===== config.mk =====
export PLATFORM = sky130hd
export DESIGN_NAME = erased_sector_detector
export DESIGN_NICKNAME = d
export VERILOG_FILES = /design/src/rtl/erz_pkg.sv /design/src/rtl/erz_popcount.sv /design/src/rtl/erz_zero_counter.sv /design/src/rtl/erz_fill_engine.sv /design/src/rtl/erased_sector_detector.sv
export SDC_FILE = /design/constraint.sdc
export NUM_CORES = 1
export LEC_CHECK = 0
export ABC_AREA = 1
export BUFFER_PORTS_ARGS = -buffer_cell sky130_fd_sc_hd__buf_4
export CORE_MARGIN = 2
export CORE_UTILIZATION = 47
export DETAILED_ROUTE_END_ITERATION = 6
export GPL_TIMING_DRIVEN = 0
export HOLD_SLACK_MARGIN = 0.1
export PLACE_DENSITY = 0.8
export SLEW_MARGIN = 20
export SYNTH_ARGS = -nofsm -noshare
export SYNTH_HDL_FRONTEND = slang
export SYNTH_HIERARCHICAL = 1
export SYNTH_SLANG_ARGS = --single-unit

===== constraint.sdc =====
create_clock -name clk_i -period 3.2 [get_ports clk_i]
set_clock_uncertainty 0.2 [all_clocks]
set_input_delay 0.32 -clock clk_i [delete_from_list [all_inputs] [get_ports clk_i]]
set_output_delay 0.32 -clock clk_i [all_outputs]
set_load 0.01 [all_outputs]

===== src/rtl/erz_pkg.sv =====
package erz_pkg;
  localparam int unsigned BYTE_W      = 8;
  localparam int unsigned DATA_BYTES  = 512;
  localparam int unsigned PAR_BYTES   = 13;
  localparam int unsigned ZERO_LIMIT  = 8;
  localparam int unsigned ERR_W       = 4;
  localparam int unsigned ZC_W        = $clog2(BYTE_W + 1);
  localparam int unsigned SAT_VAL     = ZERO_LIMIT + 1;
  localparam int unsigned CNT_W       = $clog2(SAT_VAL + 1);
  localparam int unsigned ADDR_W      = $clog2(DATA_BYTES);

  typedef struct packed {
    logic             valid;
    logic             erased;
    logic             fail;
    logic [ERR_W-1:0] err;
  } verdict_t;
endpackage


===== src/rtl/erz_popcount.sv =====
module erz_popcount #(
  parameter int unsigned W   = 8,
  parameter int unsigned OUT_W = $clog2(W + 1)
) (
  input  logic [W-1:0]     byte_i,
  output logic [OUT_W-1:0] zeros_o
);
  logic [W-1:0] inv;

  genvar g;
  generate
    for (g = 0; g < W; g++) begin : g_inv
      assign inv[g] = ~byte_i[g];
    end
  endgenerate

  always_comb begin
    zeros_o = '0;
    for (int i = 0; i < W; i++) begin
      zeros_o = zeros_o + OUT_W'(inv[i]);
    end
  end

  always_comb begin
    assert (zeros_o <= OUT_W'(W)) else $error("assert_popcount_range_R3");
  end
endmodule


===== src/rtl/erz_zero_counter.sv =====
module erz_zero_counter #(
  parameter int unsigned ADD_W = 4,
  parameter int unsigned SAT   = 9,
  parameter int unsigned CW    = $clog2(SAT + 1)
) (
  input  logic             clk_i,
  input  logic             rst_ni,
  input  logic             clr_i,
  input  logic             add_en_i,
  input  logic [ADD_W-1:0] add_i,
  output logic [CW-1:0]    cnt_o,
  output logic [CW-1:0]    sum_o
);
  localparam int unsigned SUM_W = ((CW > ADD_W) ? CW : ADD_W) + 1;

  logic [CW-1:0]    cnt_q, cnt_d;
  logic             cnt_en;
  logic [SUM_W-1:0] base, inc, raw;

  always_comb begin
    base  = clr_i ? '0 : SUM_W'(cnt_q);
    inc   = add_en_i ? SUM_W'(add_i) : '0;
    raw   = base + inc;
    sum_o = (raw > SUM_W'(SAT)) ? CW'(SAT) : raw[CW-1:0];
    cnt_en = clr_i | add_en_i;
    cnt_d  = sum_o;
  end

  always_ff @(posedge clk_i or negedge rst_ni) begin
    if (!rst_ni) begin
      cnt_q <= '0;
    end else if (cnt_en) begin
      cnt_q <= cnt_d;
    end
  end

  assign cnt_o = cnt_q;

  assert_no_overflow_R5: assert property (@(posedge clk_i) disable iff (!rst_ni)
    cnt_q <= CW'(SAT));

  assert_idle_hold_R6: assert property (@(posedge clk_i) disable iff (!rst_ni)
    (!add_en_i && !clr_i) |=> $stable(cnt_q));

  assert_sat_sticky_R5: assert property (@(posedge clk_i) disable iff (!rst_ni)
    (cnt_q == CW'(SAT) && !clr_i) |=> cnt_q == CW'(SAT));
endmodule


===== src/rtl/erz_fill_engine.sv =====
module erz_fill_engine #(
  parameter int unsigned DEPTH    = 512,
  parameter int unsigned DW       = 8,
  parameter logic [DW-1:0] FILL_VAL = '1,
  parameter int unsigned AW       = $clog2(DEPTH)
) (
  input  logic          clk_i,
  input  logic          rst_ni,
  input  logic          go_i,
  output logic          busy_o,
  output logic          done_o,
  output logic          we_o,
  output logic [AW-1:0] addr_o,
  output logic [DW-1:0] wdata_o
);
  localparam logic [AW-1:0] LAST_ADDR = AW'(DEPTH - 1);

  logic          busy_q, busy_d;
  logic [AW-1:0] addr_q, addr_d;
  logic          done_q, done_d;
  logic          at_end;

  always_comb begin
    at_end = busy_q && (addr_q == LAST_ADDR);
    busy_d = busy_q;
    addr_d = addr_q;
    done_d = 1'b0;
    if (go_i) begin
      busy_d = 1'b1;
      addr_d = '0;
    end else if (at_end) begin
      busy_d = 1'b0;
      addr_d = '0;
      done_d = 1'b1;
    end else if (busy_q) begin
      addr_d = addr_q + AW'(1);
    end
  end

  always_ff @(posedge clk_i or negedge rst_ni) begin
    if (!rst_ni) begin
      busy_q <= 1'b0;
      addr_q <= '0;
      done_q <= 1'b0;
    end else begin
      busy_q <= busy_d;
      addr_q <= addr_d;
      done_q <= done_d;
    end
  end

  assign busy_o  = busy_q;
  assign done_o  = done_q;
  assign we_o    = busy_q;
  assign addr_o  = addr_q;
  assign wdata_o = FILL_VAL;

  assert_addr_step_R9: assert property (@(posedge clk_i) disable iff (!rst_ni)
    (busy_q && !go_i && !at_end) |=> (busy_q && addr_q == $past(addr_q) + AW'(1)));

  assert_done_after_last_R9: assert property (@(posedge clk_i) disable iff (!rst_ni)
    done_q |-> ($past(busy_q) && $past(addr_q) == LAST_ADDR && !busy_q));

  assert_go_starts_R9: assert property (@(posedge clk_i) disable iff (!rst_ni)
    go_i |=> (busy_q && addr_q == '0));
endmodule


===== src/rtl/erased_sector_detector.sv =====
module erased_sector_detector
  import erz_pkg::*;
(
  input  logic              clk_i,
  input  logic              rst_ni,
  input  logic              start_i,
  input  logic [ERR_W-1:0]  dec_err_i,
  input  logic              beat_valid_i,
  input  logic              beat_last_i,
  input  logic [BYTE_W-1:0] beat_data_i,
  output logic              verdict_valid_o,
  output logic              verdict_erased_o,
  output logic              verdict_fail_o,
  output logic [ERR_W-1:0]  verdict_err_o,
  output logic              fill_busy_o,
  output logic              fill_done_o,
  output logic              buf_we_o,
  output logic [ADDR_W-1:0] buf_addr_o,
  output logic [BYTE_W-1:0] buf_wdata_o
);
  logic [ZC_W-1:0]  byte_zeros;
  logic [CNT_W-1:0] zcnt, zsum;
  logic [ERR_W-1:0] err_q, err_d, err_src;
  logic             last_fire, flagged, clean;
  verdict_t         vd_q, vd_d;

  erz_popcount #(.W(BYTE_W), .OUT_W(ZC_W)) u_pop (
    .byte_i  (beat_data_i),
    .zeros_o (byte_zeros)
  );

  erz_zero_counter #(.ADD_W(ZC_W), .SAT(SAT_VAL), .CW(CNT_W)) u_cnt (
    .clk_i    (clk_i),
    .rst_ni   (rst_ni),
    .clr_i    (start_i),
    .add_en_i (beat_valid_i),
    .add_i    (byte_zeros),
    .cnt_o    (zcnt),
    .sum_o    (zsum)
  );

  always_comb begin
    err_d     = start_i ? dec_err_i : err_q;
    err_src   = err_d;
    last_fire = beat_valid_i && beat_last_i;
    flagged   = err_src > ERR_W'(ZERO_LIMIT);
    clean     = zsum <= CNT_W'(ZERO_LIMIT);
    vd_d.valid  = last_fire;
    vd_d.erased = last_fire && flagged && clean;
    vd_d.fail   = last_fire && flagged && !clean;
    if (!last_fire || vd_d.erased) vd_d.err = '0;
    else                           vd_d.err = err_src;
  end

  always_ff @(posedge clk_i or negedge rst_ni) begin
    if (!rst_ni) begin
      err_q <= '0;
    end else if (start_i) begin
      err_q <= err_d;
    end
  end

  always_ff @(posedge clk_i or negedge rst_ni) begin
    if (!rst_ni) begin
      vd_q <= '0;
    end else begin
      vd_q <= vd_d;
    end
  end

  assign verdict_valid_o  = vd_q.valid;
  assign verdict_erased_o = vd_q.erased;
  assign verdict_fail_o   = vd_q.fail;
  assign verdict_err_o    = vd_q.err;

  erz_fill_engine #(.DEPTH(DATA_BYTES), .DW(BYTE_W), .FILL_VAL('1), .AW(ADDR_W)) u_fill (
    .clk_i   (clk_i),
    .rst_ni  (rst_ni),
    .go_i    (vd_q.erased),
    .busy_o  (fill_busy_o),
    .done_o  (fill_done_o),
    .we_o    (buf_we_o),
    .addr_o  (buf_addr_o),
    .wdata_o (buf_wdata_o)
  );

  assert_verdict_excl_R8: assert property (@(posedge clk_i) disable iff (!rst_ni)
    !(verdict_erased_o && verdict_fail_o));

  assert_flags_need_valid_R8: assert property (@(posedge clk_i) disable iff (!rst_ni)
    !verdict_valid_o |-> (!verdict_erased_o && !verdict_fail_o));

  assert_erased_zero_count_R3: assert property (@(posedge clk_i) disable iff (!rst_ni)
    verdict_erased_o |-> (verdict_err_o == '0));

  assert_fill_follows_erased_R9: assert property (@(posedge clk_i) disable iff (!rst_ni)
    verdict_erased_o |=> (fill_busy_o && buf_we_o && buf_addr_o == '0));

  assert_passthrough_R2: assert property (@(posedge clk_i) disable iff (!rst_ni)
    (verdict_valid_o && verdict_err_o != '0 && verdict_err_o <= ERR_W'(ZERO_LIMIT))
      |-> (!verdict_erased_o && !verdict_fail_o));
endmodule


==> results.toml, run 1 <==
[synthesis]
synth-edff-count = 0
ys_ff_latch = 26
synth-adder-area-share_pct = 12.40
synth_xor_area_share_pct = 0
synth_top_family_by_area = "simple AND/OR/NAND/NOR gates"
avgSynthCellArea_um2 = 7.491
ys_seq_area_share_pct = 37.93
synth.distinct_cells = 23
yosys_warnings = 6
ys.flop_type = "dfrtp_1"
syn_inst = 229
synthMuxAreaShare_pct = 0
synth_compound_area_share_pct = 3.866
async_flop_share_pct = 100.0
synthSimpleGateAreaFrac_pct = 29.39
syn_area_um2 = 1715

[sta]
slew_viol_final = 0
finalHoldViolCount = 0
finalCritPeriodShare_pct = 125.0
fin_ws_ns = -0.8010
fmax_mhz = 249.9
setup_viol = 10
rsz0062_at_grt = "yes"
min_period_ns = 4.001

[final_layout]
layout_commonest_cell = "nand2_1"
diodes = 0
most-common-layout-cells = "nand2_1, buf_4, inv_1"
layout-drive-gt1-share_pct = 38.25
syn_to_final_growth_pct = 35.67
finalNetCount = 317
post-route-cell-area_um2 = 2327
nFillCells = 288
instances_no_fill = 331

[global_routing]
grt_pass1_wl_um = 6189
grt_usage_pct = 18.64
antenna_found_initial = 0
first_global_vias = 1546
grt_max_degree = 27
overflow = 0

[job]
drv_cap = 0

[pwr]
leakagePower_nw = 1.286
total_power_mw = 1.270
power.density_nw_per_um2 = 545.7
peakVddDrop_uv = 370.4

[placement]
place_inst = 317
dpl-instance-area_um2 = 2105
gp_congestion = 0.8309
portBuffers = 35
hpwlAfterDp_um = 2614
place_ws_ns = -1.175

[clock_network]
cts_buffers = 3
cts_tree = "yes"
clock_sinks = 26
htreeDepth = 1
clock_latency_ns = 0.32
clock_path_buffers = 2
root_buffer = "clkbuf_4"
path_clk_slew_ns = 0.13

[critical_path]
critPathMaxFanout = 4
reg2reg_setup_slack_ns = 0.75
worstPathArrival_ns = 4.06
r2r-end = "verdict_err_o[3]"
crit_path_end_kind = "flop"
cp-start-kind = "input pin"
worst_ep_required_time_ns = 3.26
timing.rr.start = "u_cnt/cnt_o[0]"
worstSetupPathType = "input pin to flop"
rr_worst_depth = 15

[min_path]
worstHoldStart = "dec_err_i[3]"
hp-class = "input pin to flop"
hold_end = "err_q[3]"
hold_depth = 5

[floorplan]
core_area_um2 = 3416
start_util_pct = 50.22
die_area_um2 = 4149
fp.dieH_um = 64.42
io_pins = 44
rows = 21
die_w_um = 64.42

[drt]
drtPass1Iterations = 4
detail-route-antenna-nets = 0
drtIter0Drc = 108
viasPerCell = 4.647
drc = 0
vias = 1538
post_drt_wl_per_cell_um = 10.26
totalWireLength_um = 3397

[run_status]
status = "finished, violations left"
failed_checks = "setup timing"
-- logic make-up (layout without fill, tap and decap cells) --
kind of cell,count (synthesis),in the layout
fa+ha+maj,14,14
buf+inv,65,114
other cells,1,8
compound gates,12,12
flops,26,26
simple gates,111,111
-- power by group --
| part | internal (mW) | switching, mW | leakage, nW |
|---|---|---|---|
| registers | 0.392 | 0.0619 | 0.331 |
| clock network | 0.0696 | 0.0919 | 0.0210 |
| logic | 0.306 | 0.348 | 0.934 |
-- layer usage --
| layer | wire, um | up-vias | GRT usage [%] |
|---|---|---|---|
| met2 | 1807 | 35 | 35.42 |
| li1 | - | 777 | - |
| met3 | 135 | 12 | 1.910 |
| met4 | 86 | 0 | 7.979 |
| met1 | 1368 | 714 | 20.99 |
| met5 | 0 | - | 0 |
-- area by class of cell --
class | instances | area (um2) | area share (%)
Inverter | 56 | 212.7 | 9.140
Multi-Input combinational cell | 145 | 942.2 | 40.48
Clock buffer | 4 | 36.28 | 1.559
Buffer | 9 | 67.56 | 2.903
Timing Repair Buffer | 45 | 360.3 | 15.48
Tap cell | 46 | 57.56 | 2.473
Sequential cell | 26 | 650.6 | 27.96
-- cells in the mapped netlist, types with 2 or more instances --
cell / count / share of area, %
o21ai_1: 5 / 1.5
nor2_1: 16 / 3.5
a21oi_1: 2 / 0.58
o21ai_0: 3 / 0.88
nor3_1: 2 / 0.58
inv_2: 6 / 1.3
fa_1: 5 / 5.8
nor2_2: 3 / 1.1
inv_1: 48 / 11
nand2_1: 59 / 13
dfrtp_1: 26 / 38
nand3_2: 4 / 2.3
clkinv_1: 2 / 0.44
buf_4: 9 / 3.9
nand3_1: 16 / 4.7
nand2_2: 8 / 2.9
ha_1: 9 / 6.6
-- registers in the layout, summed over array words and instances, names as in the netlist --
signal and cells:
verdict_err_o 4, verdict_fail_o 1, verdict_erased_o 1, u_fill/addr_o 9, u_cnt/cnt_o 4, err_q 4
u_fill/done_o 1, u_fill/busy_o 1, verdict_valid_o 1
-- critical path, cell delays in order --
cell	delay [ns]
buf_6	0.09
fa_1	0.52
inv_1	0.05
fa_1	0.46
fa_1	0.52
ha_2	0.20
inv_2	0.04
fa_2	0.52
inv_2	0.03
nand2_2	0.07
inv_2	0.05
ha_4	0.27
nand2_2	0.05
nand2_2	0.07
nand3_2	0.08
nand2_2	0.12
nand3_2	0.10
inv_1	0.07
inv_1	0.03
nand2_1	0.07
nand2_2	0.08
nand3_4	0.07
nand2_4	0.07
nor2_2	0.11
-- metrics by stage --
step	util [%]	setup TNS [ns]	hold WS (ns)
floorplan	-	-6.731	-0.1756
global placement	61.61	-9.126	0.03796
detailed placement	61.61	-9.992	0.03725
CTS	66.37	-7.302	0.1188
global route	68.13	-8.247	0.1344
finish	68.13	-6.795	0.1177
-- repair_timing --
item                                    CTS  global route
setup buffers                             7             0
endpoints found under the setup margin   10            10
hold buffers                              3             0
pin swaps                                23            16
gates resized for setup                  11            17
endpoints found under the hold margin    27             0
-- worst max path at each step --
stage,cells after the start,startpoint,to,slack [ns]
global route,24,beat_data_i[3],verdict_err_o[1],-0.96
global placement,23,beat_data_i[0],verdict_err_o[3],-1.09
floorplan,19,beat_data_i[0],verdict_err_o[1],-0.83
CTS,24,beat_data_i[3],verdict_err_o[3],-0.84
finish,24,beat_data_i[3],verdict_err_o[3],-0.80
detailed placement,24,beat_data_i[0],verdict_err_o[3],-1.17
Note: power is estimated with default switching activity, not from simulation.
==> run 2: changes to the inputs <==
CORE_UTILIZATION = 43   (was 47)
PLACE_DENSITY = 0.75   (was 0.8)
==> results.toml, run 2 (synthesis results as in run 1) <==
[placement]
hpwlAfterDp_um = 2530
portBuffers = 35
gp_congestion = 0.8175
place_inst = 319
dpl-instance-area_um2 = 2107

[pwr]
total_power_mw = 1.413
p_int_mw = 0.8789
power.density_nw_per_um2 = 592.0
peakVddDrop_uv = 292.3
clockPowerShare_pct = 19.2
netSwitchingFraction_pct = 37.78
p_sw_mw = 0.5337
pwr-share-comb_pct = 48.7
power_frac_seq_pct = 32.1
leakagePower_nw = 1.308

[drt]
drtPass1Iterations = 5
drc = 0
drtIter0Drc = 81
post_drt_wl_per_cell_um = 10.45
totalWireLength_um = 3471
vias = 1500
detail-route-antenna-nets = 0
viasPerCell = 4.518

[critical_path]
crit_path_top_delay_cell = "fa_1"
path_delay_family = "adder cells"
path_cells = "buf_6 > fa_1 > inv_2 > fa_1 > fa_1 > ha_2 > inv_2 > fa_2 > inv_2 > nand2_4 > fa_2 > nand2_1 > nand3_2 > nand3_2 > nand3_2 > nor2_1 > nand2_1 > nand2_2 > nand3_4 > nand2_4 > nor2_1"
crit_path_end_kind = "flop"
cp-start-kind = "input pin"
worstSetupPathType = "input pin to flop"
crit_buf_inv = 4
critPathMaxFanout = 4
slowest_delay_ns = 0.54
worst_ep_required_time_ns = 3.17
worstPathArrival_ns = 4.03

[floorplan]
rows = 22
core_area_um2 = 3744
io_pins = 44
die_area_um2 = 4510
die_w_um = 67.16
start_util_pct = 45.82
fp.dieH_um = 67.16

[run_status]
status = "finished, violations left"
failed_checks = "setup timing"

[sta]
min_period_ns = 4.059
fmax_mhz = 246.4
rsz0062_at_grt = "yes"
fin_ws_ns = -0.8590
finalCritPeriodShare_pct = 126.8
finalHoldViolCount = 0
setup_viol = 10
hold_ws_ns = 0.1558
slew_viol_final = 0

[final_layout]
syn_to_final_growth_pct = 39.10
final-seq-area_um2 = 650.6
post-route-cell-area_um2 = 2386
instances_no_fill = 332
finalNetCount = 316
multi_input_area_um2 = 965.9
layout-drive-gt1-share_pct = 39.08
largest_reg_flops = 9
most-common-layout-cells = "nand2_1, buf_4, inv_1"
diodes = 0
nFillCells = 347
layout_commonest_cell = "nand2_1"

[clock_network]
cts_buffers = 3
clock_latency_ns = 0.27
path_clk_slew_ns = 0.09
clock_path_buffers = 2
clock_sinks = 26
cts_tree = "yes"
htreeDepth = 1
root_buffer = "clkbuf_8"

[job]
drv_cap = 0

[global_routing]
grt_pass1_wl_um = 5727
grt_usage_pct = 16.19
overflow = 0
antenna_found_initial = 0
grt_max_degree = 27
first_global_vias = 1378

[min_path]
hp-class = "input pin to flop"
## run 2: changes by cell type in the layout (fill, tap and decap cells not counted), sizes merged
cell,before,now
bufinv,0,1
dlygate4sd3,3,2
clkbuf,4,3
## run 2: cell type report
class / instances / share of cell area [%]
multi-input combinational: 145 / 40.48
sequential: 26 / 27.27
timing repair buffer: 44 / 15.00
inverter: 56 / 8.915
buffer: 9 / 2.832
tap: 48 / 2.517
clock buffer: 3 / 1.730
clock inverter: 1 / 1.259
## run 2: worst paths after layout
check | from | endpoint | slack, ns | cells past startpoint
setup / recovery | beat_data_i[0] | verdict_err_o[0] | -0.86 | 21
hold reg to reg | u_cnt/cnt_o[0] | u_cnt/cnt_o[0] | 0.28 | 2
hold / removal | dec_err_i[0] | err_q[0] | 0.16 | 5
min in group asynchronous | rst_ni | u_fill/addr_o[3] | 0.29 | 2
setup reg to reg | u_cnt/cnt_o[0] | verdict_err_o[0] | 0.80 | 15
max in group asynchronous | rst_ni | err_q[0] | 2.26 | 2
## run 2: what timing repair did
item / in CTS / in global routing
hold buffers: 2 / 0
pin swaps: 21 / 27
endpoints found under the setup margin: 10 / 10
resized for setup: 17 / 19
endpoints found under the hold margin: 27 / 0
buffers inserted: 6 / 1
gates cloned: 0 / 0
## run 2: tightest hold or removal path: cells and delay by family
kind	cells	cell delay (ns)
buffers and inverters	3	0.15
AND/OR/NAND/NOR	2	0.13
## run 2: per-stage QoR
step	TNS [ns]	utilization, %	setup WS (ns)
after floorplan	-6.731	-	-0.8253
after global placement	-9.231	56.28	-1.118
after detailed placement	-9.804	56.28	-1.171
after CTS	-7.308	61.66	-0.8625
after global routing	-8.694	63.74	-1.004
final	-7.260	63.74	-0.8590
## run 2: per-layer routing
layer / vias to the layer above / track usage [%] / share of wire [%] / wire length [um]
met5: - / 0 / 0 / 0
met4: 0 / 2.041 / 0.17 / 6
met3: 2 / 3.167 / 4.9 / 170
met2: 39 / 30.69 / 52 / 1809
met1: 684 / 19.32 / 43 / 1484
li1: 775 / - / - / -
## run 2: power groups by stage
stage / sequential, mW / combinational (mW) / clock [mW]
floorplan: 0.465 / 0.348 / 0
global placement: 0.458 / 0.496 / 0
detailed placement: 0.461 / 0.512 / 0
CTS: 0.454 / 0.620 / 0.278
global route: 0.464 / 0.764 / 0.288
finish: 0.454 / 0.688 / 0.271
